## config.mk

```make
export PLATFORM = sky130hd
export DESIGN_NAME = softstart_seq
export DESIGN_NICKNAME = d
export VERILOG_FILES = /design/src/rtl/ssq_pkg.sv /design/src/rtl/ssq_ramp.sv /design/src/rtl/ssq_ctrl.sv /design/src/rtl/softstart_seq.sv
export SDC_FILE = /design/constraint.sdc
export NUM_CORES = 1
export LEC_CHECK = 0
export BUFFER_PORTS_ARGS = -buffer_cell sky130_fd_sc_hd__buf_4
export CAP_MARGIN = 20
export CORE_MARGIN = 8
export CORE_UTILIZATION = 62
export DETAILED_ROUTE_END_ITERATION = 8
export PLACE_DENSITY = 0.82
export SYNTH_ARGS = -nofsm -noshare
export SYNTH_HDL_FRONTEND = slang
export SYNTH_SLANG_ARGS = --single-unit
```

## constraint.sdc

```tcl
create_clock -name clk -period 18.4 [get_ports clk]
set_clock_uncertainty 0.2 [all_clocks]
set_input_delay 3.68 -clock clk [delete_from_list [all_inputs] [get_ports clk]]
set_output_delay 3.68 -clock clk [all_outputs]
set_load 0.01 [all_outputs]
```

## src/rtl/ssq_pkg.sv

```systemverilog
package ssq_pkg;

  typedef enum logic [2:0] {
    ST_OFF   = 3'd0,
    ST_CLAMP = 3'd1,
    ST_RAMP  = 3'd2,
    ST_RUN   = 3'd3,
    ST_OVF   = 3'd4,
    ST_UVF   = 3'd5,
    ST_INH   = 3'd6
  } seqState_t;

  // strobes from control to the ramp datapath
  typedef struct packed {
    logic cntClear;
    logic cntStep;
  } rampCtl_t;

endpackage

```

## src/rtl/ssq_ramp.sv

```systemverilog
module ssq_ramp
  import ssq_pkg::*;
#(
  parameter int REF_W      = 8,
  parameter int RAMP_BITS  = 11,
  parameter int UV_EN_CODE = 128
) (
  input  logic             clk,
  input  logic             rstN,
  input  rampCtl_t         ctl,
  input  logic [REF_W-1:0] targetCode,
  output logic [REF_W-1:0] refCode,
  output logic             rampLast,
  output logic             uvGate
);

  localparam int CNT_W  = RAMP_BITS + 1;
  localparam int PROD_W = REF_W + CNT_W;
  localparam logic [CNT_W-1:0] FULL = CNT_W'(1) << RAMP_BITS;

  logic [CNT_W-1:0]  stepCnt;
  logic [PROD_W-1:0] scaled;

  always_ff @(posedge clk or negedge rstN) begin
    if (!rstN) begin
      stepCnt <= '0;
    end else if (ctl.cntClear) begin
      stepCnt <= '0;
    end else if (ctl.cntStep && (stepCnt != FULL)) begin
      stepCnt <= stepCnt + 1'b1;
    end
  end

  always_comb begin
    scaled   = PROD_W'(targetCode) * PROD_W'(stepCnt);
    refCode  = REF_W'(scaled >> RAMP_BITS);
    rampLast = (stepCnt == FULL - 1'b1);
    uvGate   = (refCode >= REF_W'(UV_EN_CODE));
  end

endmodule

```

## src/rtl/ssq_ctrl.sv

```systemverilog
module ssq_ctrl
  import ssq_pkg::*;
(
  input  logic     clk,
  input  logic     rstN,
  input  logic     mainOk,
  input  logic     drvOk,
  input  logic     clampOk,
  input  logic     inhibit,
  input  logic     ovDet,
  input  logic     uvDet,
  input  logic     cycleTick,
  input  logic     rampLast,
  input  logic     uvGate,
  output rampCtl_t ctl,
  output logic     switchEn,
  output logic     lsForce,
  output logic     pgood,
  output logic     fault,
  output logic     pgCmpEn,
  output logic     uvCmpEn
);

  seqState_t state, nextState;

  always_ff @(posedge clk or negedge rstN) begin
    if (!rstN) state <= ST_OFF;
    else       state <= nextState;
  end

  always_comb begin
    uvCmpEn = ((state == ST_RAMP) && uvGate) || (state == ST_RUN);
  end

  always_comb begin
    nextState = state;
    case (state)
      ST_OFF: begin
        if (inhibit)      nextState = ST_INH;
        else if (clampOk) nextState = ST_CLAMP;
      end
      ST_CLAMP: begin
        if (inhibit)               nextState = ST_INH;
        else if (ovDet)            nextState = ST_OVF;
        else if (!clampOk)         nextState = ST_OFF;
        else if (mainOk && drvOk)  nextState = ST_RAMP;
      end
      ST_RAMP, ST_RUN: begin
        if (inhibit)                  nextState = ST_INH;
        else if (ovDet)               nextState = ST_OVF;
        else if (uvDet && uvCmpEn)    nextState = ST_UVF;
        else if (!mainOk || !drvOk)   nextState = ST_OFF;
        else if ((state == ST_RAMP) && cycleTick && rampLast)
                                      nextState = ST_RUN;
      end
      ST_OVF, ST_UVF: begin
        if (!mainOk) nextState = ST_OFF;
      end
      ST_INH: begin
        if (!inhibit) nextState = ST_OFF;
      end
      default: nextState = ST_OFF;
    endcase
  end

  always_comb begin
    ctl.cntClear = (nextState != ST_RAMP) && (nextState != ST_RUN);
    ctl.cntStep  = (state == ST_RAMP) && cycleTick &&
                   ((nextState == ST_RAMP) || (nextState == ST_RUN));
    switchEn = (state == ST_RAMP) || (state == ST_RUN);
    lsForce  = (state == ST_CLAMP) || (state == ST_OVF);
    fault    = (state == ST_OVF) || (state == ST_UVF);
    pgCmpEn  = (state == ST_RUN);
    pgood    = (state == ST_RUN);
  end

endmodule

```

## src/rtl/softstart_seq.sv

```systemverilog
module softstart_seq
  import ssq_pkg::*;
#(
  parameter int REF_W      = 8,
  parameter int RAMP_BITS  = 11,
  parameter int UV_EN_CODE = 128
) (
  input  logic             clk,
  input  logic             rstN,
  input  logic             mainOk,
  input  logic             drvOk,
  input  logic             clampOk,
  input  logic             inhibit,
  input  logic             ovDet,
  input  logic             uvDet,
  input  logic             cycleTick,
  input  logic [REF_W-1:0] targetCode,
  output logic [REF_W-1:0] refCode,
  output logic             switchEn,
  output logic             lsForce,
  output logic             pgood,
  output logic             fault,
  output logic             pgCmpEn,
  output logic             uvCmpEn
);

  rampCtl_t rampCtl;
  logic     rampLast;
  logic     uvGate;

  ssq_ctrl u_ctrl (
    .clk(clk), .rstN(rstN), .mainOk(mainOk), .drvOk(drvOk),
    .clampOk(clampOk), .inhibit(inhibit), .ovDet(ovDet), .uvDet(uvDet),
    .cycleTick(cycleTick), .rampLast(rampLast), .uvGate(uvGate),
    .ctl(rampCtl), .switchEn(switchEn), .lsForce(lsForce), .pgood(pgood),
    .fault(fault), .pgCmpEn(pgCmpEn), .uvCmpEn(uvCmpEn)
  );

  ssq_ramp #(
    .REF_W(REF_W), .RAMP_BITS(RAMP_BITS), .UV_EN_CODE(UV_EN_CODE)
  ) u_ramp (
    .clk(clk), .rstN(rstN), .ctl(rampCtl), .targetCode(targetCode),
    .refCode(refCode), .rampLast(rampLast), .uvGate(uvGate)
  );

endmodule

```

==> Word-level counts from Yosys, hierarchy flattened <==
Cells that the tools add are included.
{ "op_classes": {"mux": 16, "magnitude_cmp": 1, "n_addsub": 1, "reduce_logical": 20, "n_eq_ne": 12, "mul": 1} }
{ "op_table": {"columns": ["op", "count"], "rows": [
  ["$mux W3", 13],
  ["$mux W12", 2],
  ["$mul A8 B12 Y19", 1],
  ["$pmux W3 S5", 1],
  ["$add A12 B1 Y12 const B", 1],
  ["$eq A12 B11 Y1 const B", 1],
  ["$eq A3 B2 Y1 const B", 4],
  ["$ne A12 B12 Y1 const B", 1],
  ["$eq A3 B3 Y1 const B", 3],
  ["$ge A8 B8 Y1 const B", 1],
  ["$logic_and A1 B1 Y1", 8],
  ["$logic_or A1 B1 Y1", 6],
  ["$ne A3 B2 Y1 const B", 2],
  ["$reduce_or A2 Y1", 2],
  ["$eq A3 B1 Y1 const B", 1],
  ["$logic_not A3 Y1", 1],
  ["$logic_not A1 Y1", 2],
  ["$reduce_bool A2 Y1", 1]
]} }
{ "word_totals": {"word_cells": 53, "inputBits": 17, "out_inout_bits": 14, "ff_bits": 15} }

==> Longest topological paths before layout <==
{ "logic_depth": {"ltp_word": 15, "mapped_depth": 18, "depth_no_buf": 16} }

==> By module <==
A second synthesis with hierarchy kept.
{ "hier_totals": {"cells_unflattened": 462, "hier_area_um2": 3967.6} }
{ "by_module_without_submodules": {"columns": ["module", "seq_area_each_um2", "instances", "area_per_inst_um2", "cells_per_inst"], "rows": [
  ["ssq_ramp", 300.3, 1, 3619.7, 421],
  ["ssq_ctrl", 75.1, 1, 347.8, 41]
]} }

==> Worst setup path after synthesis <==
OpenSTA, ideal clock, no wires.
{ "synth_path": {"path_type": "input to output", "start": "input port targetCode[7]", "end": "output port uvCmpEn", "path_stages": 17, "slack_ns": 6.671, "arrival_ns": 7.849, "path_cell_list": "clkbuf_1 and2_1 fa_1 inv_1 fa_1 inv_1 fa_1 inv_1 fa_1 inv_1 ha_1 nand4_1 nor4_2 a211oi_1 and2_4 xnor2_1 o21a_1"} }
{ "synth_via": {"elab_chain_len": 4} }
{ "synth_rtl": {"columns": ["item", "line_no", "rtl"], "rows": [
  ["start: declaration", "softstart_seq.sv:17", "input logic [REF_W-1:0] targetCode,"],
  ["$mul A8 B12 Y19", "ssq_ramp.sv:35", "scaled = PROD_W'(targetCode) * PROD_W'(stepCnt);"],
  ["net refCode[7]", "softstart_seq.sv:18", "output logic [REF_W-1:0] refCode,"],
  ["$ge A8 B8 Y1", "ssq_ramp.sv:38", "uvGate = (refCode >= REF_W'(UV_EN_CODE));"],
  ["$logic_and A1 B1 Y1", "ssq_ctrl.sv:32", "uvCmpEn = ((state == ST_RAMP) && uvGate) || (state == ST_RUN);"],
  ["$logic_or A1 B1 Y1", "ssq_ctrl.sv:32", null],
  ["end: declaration", "softstart_seq.sv:24", "output logic uvCmpEn"]
]} }
The timed path passes the listed nets, and every way through them passes these cells.

==> Worst setup path after layout <==
{ "layout_path": {"start": "input port targetCode[7]", "end": "output port uvCmpEn"} }
{ "layout_via": {"elab_chain_len": 4} }
{ "layout_rtl": {"columns": ["item", "line_no"], "rows": [
  ["$mul A8 B12 Y19", "ssq_ramp.sv:35"],
  ["$ge A8 B8 Y1", "ssq_ramp.sv:38"],
  ["$logic_and A1 B1 Y1", "ssq_ctrl.sv:32"],
  ["$logic_or A1 B1 Y1", "ssq_ctrl.sv:32"]
]} }
Every way passes these cells.

==> impl_metrics.py <==
metrics = {
    "grt": {
        "overflow": 0,
        "grt_use_met3": 0.01716,
        "met1_usage": 0.2720,
        "grt_start_max_net_pins": 16,
        "top_usage_layer": "met2",
        "grt.total_usage": 0.2048,
        "grt_pass1_wl_um": 15190,
        "grt_pass1_vias": 3304,
        "met2_usage": 0.3600,
        "antenna_found_initial": 0,
    },
    "setup_path": {
        "cp-start-kind": "primary input",
        "crit_required_ns": 14.52,
        "endpoint_kind": "primary output",
        "crit_fanout": 12,
        "crit_type": "primary input to primary output",
        "arrival_ns": 8.25,
    },
    "route": {
        "drt_wl_total_um": 8498,
        "drc": 0,
        "num_vias": 3193,
        "via_per_inst": 5.859,
        "firstDrtPassIters": 6,
        "drtAntennaViolNets": 0,
        "routedWlPerCell_um": 15.59,
        "first_iter_violations": 218,
    },
    "sta": {
        "period_share": 0.6592,
        "drv_slew": 0,
        "setup_tns_ns": 0,
        "max_freq_mhz": 82.45,
        "worstMarginPinSlew_ns": 0.7714,
        "hold_viol": 0,
        "rsz0062_at_grt": "false",
        "slew_headroom": 0.4843,
        "min_period_ns": 12.13,
        "finalSetupViolations": 0,
        "whs_ns": 0.5962,
    },
    "layout": {
        "diodes": 0,
        "area_growth_pct": 6.347,
        "drive_gt1_frac": 0.1047,
        "fin_nets": 581,
        "n_fill_cell": 501,
        "final_cell_area_um2": 4214,
    },
    "die": {
        "dieArea_um2": 9205,
        "start_util": 0.6313,
        "coreArea_um2": 6277,
        "ios": 31,
        "die_w_um": 95.95,
        "std_cell_rows": 29,
        "die_height_um": 95.95,
    },
    "yosys": {
        "synth-async-reset-ratio": 1.000,
        "yosys_warnings": 0,
        "synth_area_um2": 3963,
        "ys.flop_type": "dfrtp_1",
        "seq_area_frac_synth": 0.09473,
        "synth-edff-count": 0,
        "avgSynthCellArea_um2": 8.633,
        "syn_inst": 459,
        "synth_seq_cells": 15,
        "synth_nets": 571,
        "synth.distinct_cells": 54,
    },
    "hold_path": {
        "hold_class": "flop to flop",
    },
    "clock_network": {
        "clock_latency_ns": 0.25,
        "cts.root.buffer_cell": "clkbuf_8",
        "clkTransAtPathRegs_ns": 0.06,
        "ctsHoldBuffers": 0,
        "post_cts_buffers": 0,
        "numCtsBuffers": 3,
        "post_cts_resized": 0,
        "cts_tree": "built",
        "numClockSinks": 15,
        "h-tree-depth": 1,
        "clk_path_buf_depth": 2,
    },
    "pwr": {
        "power_density_nw_per_um2": 30.09,
        "p_leak_nw": 2.223,
        "ir_drop_mv": 0.05346,
    },
    "placed_design": {
        "port_buffers": 30,
        "place_area_um2": 4169,
        "place_congestion": 0.8909,
        "hpwl_um": 6902,
    },
    "run_status": {
        "status": "completed",
    },
    "job": {
        "max_cap_viol_count": 0,
    },
}
cell families (layout without fill, tap and decap cells):
family                   after synthesis  in the layout  synth area share
XOR/XNOR                              22             22           0.05210
AND/OR/NAND/NOR                      171            171            0.2513
flip-flops                            15             15           0.09473
buffers and inverters                109            118            0.1086
AO/OA/AOI/OAI                         47             47           0.08337
adder cells (fa/ha/maj)               95             95            0.4098
layer usage:
metal	wire length [um]	vias to the layer above
li1	-	1486
met1	3462	1583
met2	4387	116
met3	546	8
met4	102	0
met5	0	-
flip-flops by register name, indices dropped and copies added, names as in the netlist:
| signal | count |
|---|---|
| u_ctrl.state | 3 |
| u_ramp.stepCnt | 12 |
critical path, stage by stage:
cell and delay, ns:
buf_4 0.16, and2_1 0.19, fa_1 0.55, inv_1 0.06, fa_1 0.53, inv_1 0.05
fa_1 0.52, inv_1 0.05, fa_1 0.52, inv_1 0.04, ha_1 0.36, a21oi_1 0.17
o21bai_1 0.08, a211oi_1 0.54, and2_4 0.26, xnor2_1 0.18, o21a_1 0.18, buf_4 0.12
report_power, final:
part           switching [W]  internal, W  leakage [nW]
logic              0.0000364    0.0000211          2.00
clock network      0.0000109    0.0000153        0.0228
registers         0.00000759    0.0000355         0.205
total              0.0000549    0.0000719          2.22
Yosys cell counts, types with 2 or more instances:
library cell,number,area share
and2_1,63,0.099
and3_1,4,0.0063
xnor2_1,14,0.031
nand2_1,42,0.040
nor2_1,8,0.0076
fa_1,58,0.29
nand2b_1,3,0.0047
nor3_2,8,0.020
a31oi_1,4,0.0063
a21oi_1,15,0.019
nand4_1,10,0.016
or2_2,2,0.0032
ha_1,37,0.12
xor2_1,7,0.015
nor4_1,4,0.0063
buf_2,2,0.0025
nor4bb_1,2,0.0051
dfrtp_1,15,0.095
nand3_1,6,0.0076
o21ai_0,6,0.0076
nor2b_1,3,0.0047
a2bb2oi_1,2,0.0044
nor3_1,9,0.011
clkbuf_1,19,0.018
buf_6,2,0.0057
a41o_1,3,0.0076
inv_1,84,0.080
path summary, 6_finish.rpt:
check                                   from                 to  slack [ns]  cells after the start
min in group asynchronous               rstN    u_ctrl.state[2]        3.07                      1
min                          u_ctrl.state[0]    u_ctrl.state[0]        0.60                      1
max in group asynchronous               rstN  u_ramp.stepCnt[1]       14.75                      1
min reg2reg                  u_ctrl.state[0]    u_ctrl.state[0]        0.60                      1
max                            targetCode[7]            uvCmpEn        6.27                     18
max reg2reg                u_ramp.stepCnt[6]  u_ramp.stepCnt[1]       12.68                     16
cells in the final DEF, fill, tap and decap left out, drive strengths merged, types with 2 or more instances in the layout:
cell / netlist / routed
buf: 6 / 30
inv: 84 / 84
and2: 64 / 64
nor2b: 3 / 3
a31oi: 4 / 4
nand2: 42 / 42
o21ai: 6 / 6
a21oi: 15 / 15
nor4: 5 / 5
and3: 4 / 4
dfrtp: 15 / 15
xor2: 7 / 7
a2bb2oi: 2 / 2
nand4: 11 / 11
clkbuf: 19 / 4
a41o: 3 / 3
nor2: 8 / 8
nor4bb: 2 / 2
nand3: 6 / 6
fa: 58 / 58
nor3: 18 / 18
ha: 37 / 37
xnor2: 14 / 14
nand2b: 3 / 3
or2: 2 / 2
cell type report:
class	instances	area [um^2]	area share
flip-flops and latches	15	375.4	0.08907
clock buffers	4	45.04	0.01069
repair buffers	30	225.2	0.05344
multi-input cells	335	3157	0.7491
inverters	84	315.3	0.07482
well taps	77	96.34	0.02286
metrics by stage:
stage	utilization	instances	power (W)	setup slack, ns
finish	0.6713	545	0.0001268	6.271
global route	0.6713	545	0.0001354	6.031
CTS	0.6713	545	0.0001263	6.252
detailed placement	0.6641	541	0.0001000	6.263
global placement	0.6641	541	0.00009860	6.428
floorplan	-	459	0.00008577	6.671
Note: power is estimated with default switching activity, not from simulation.
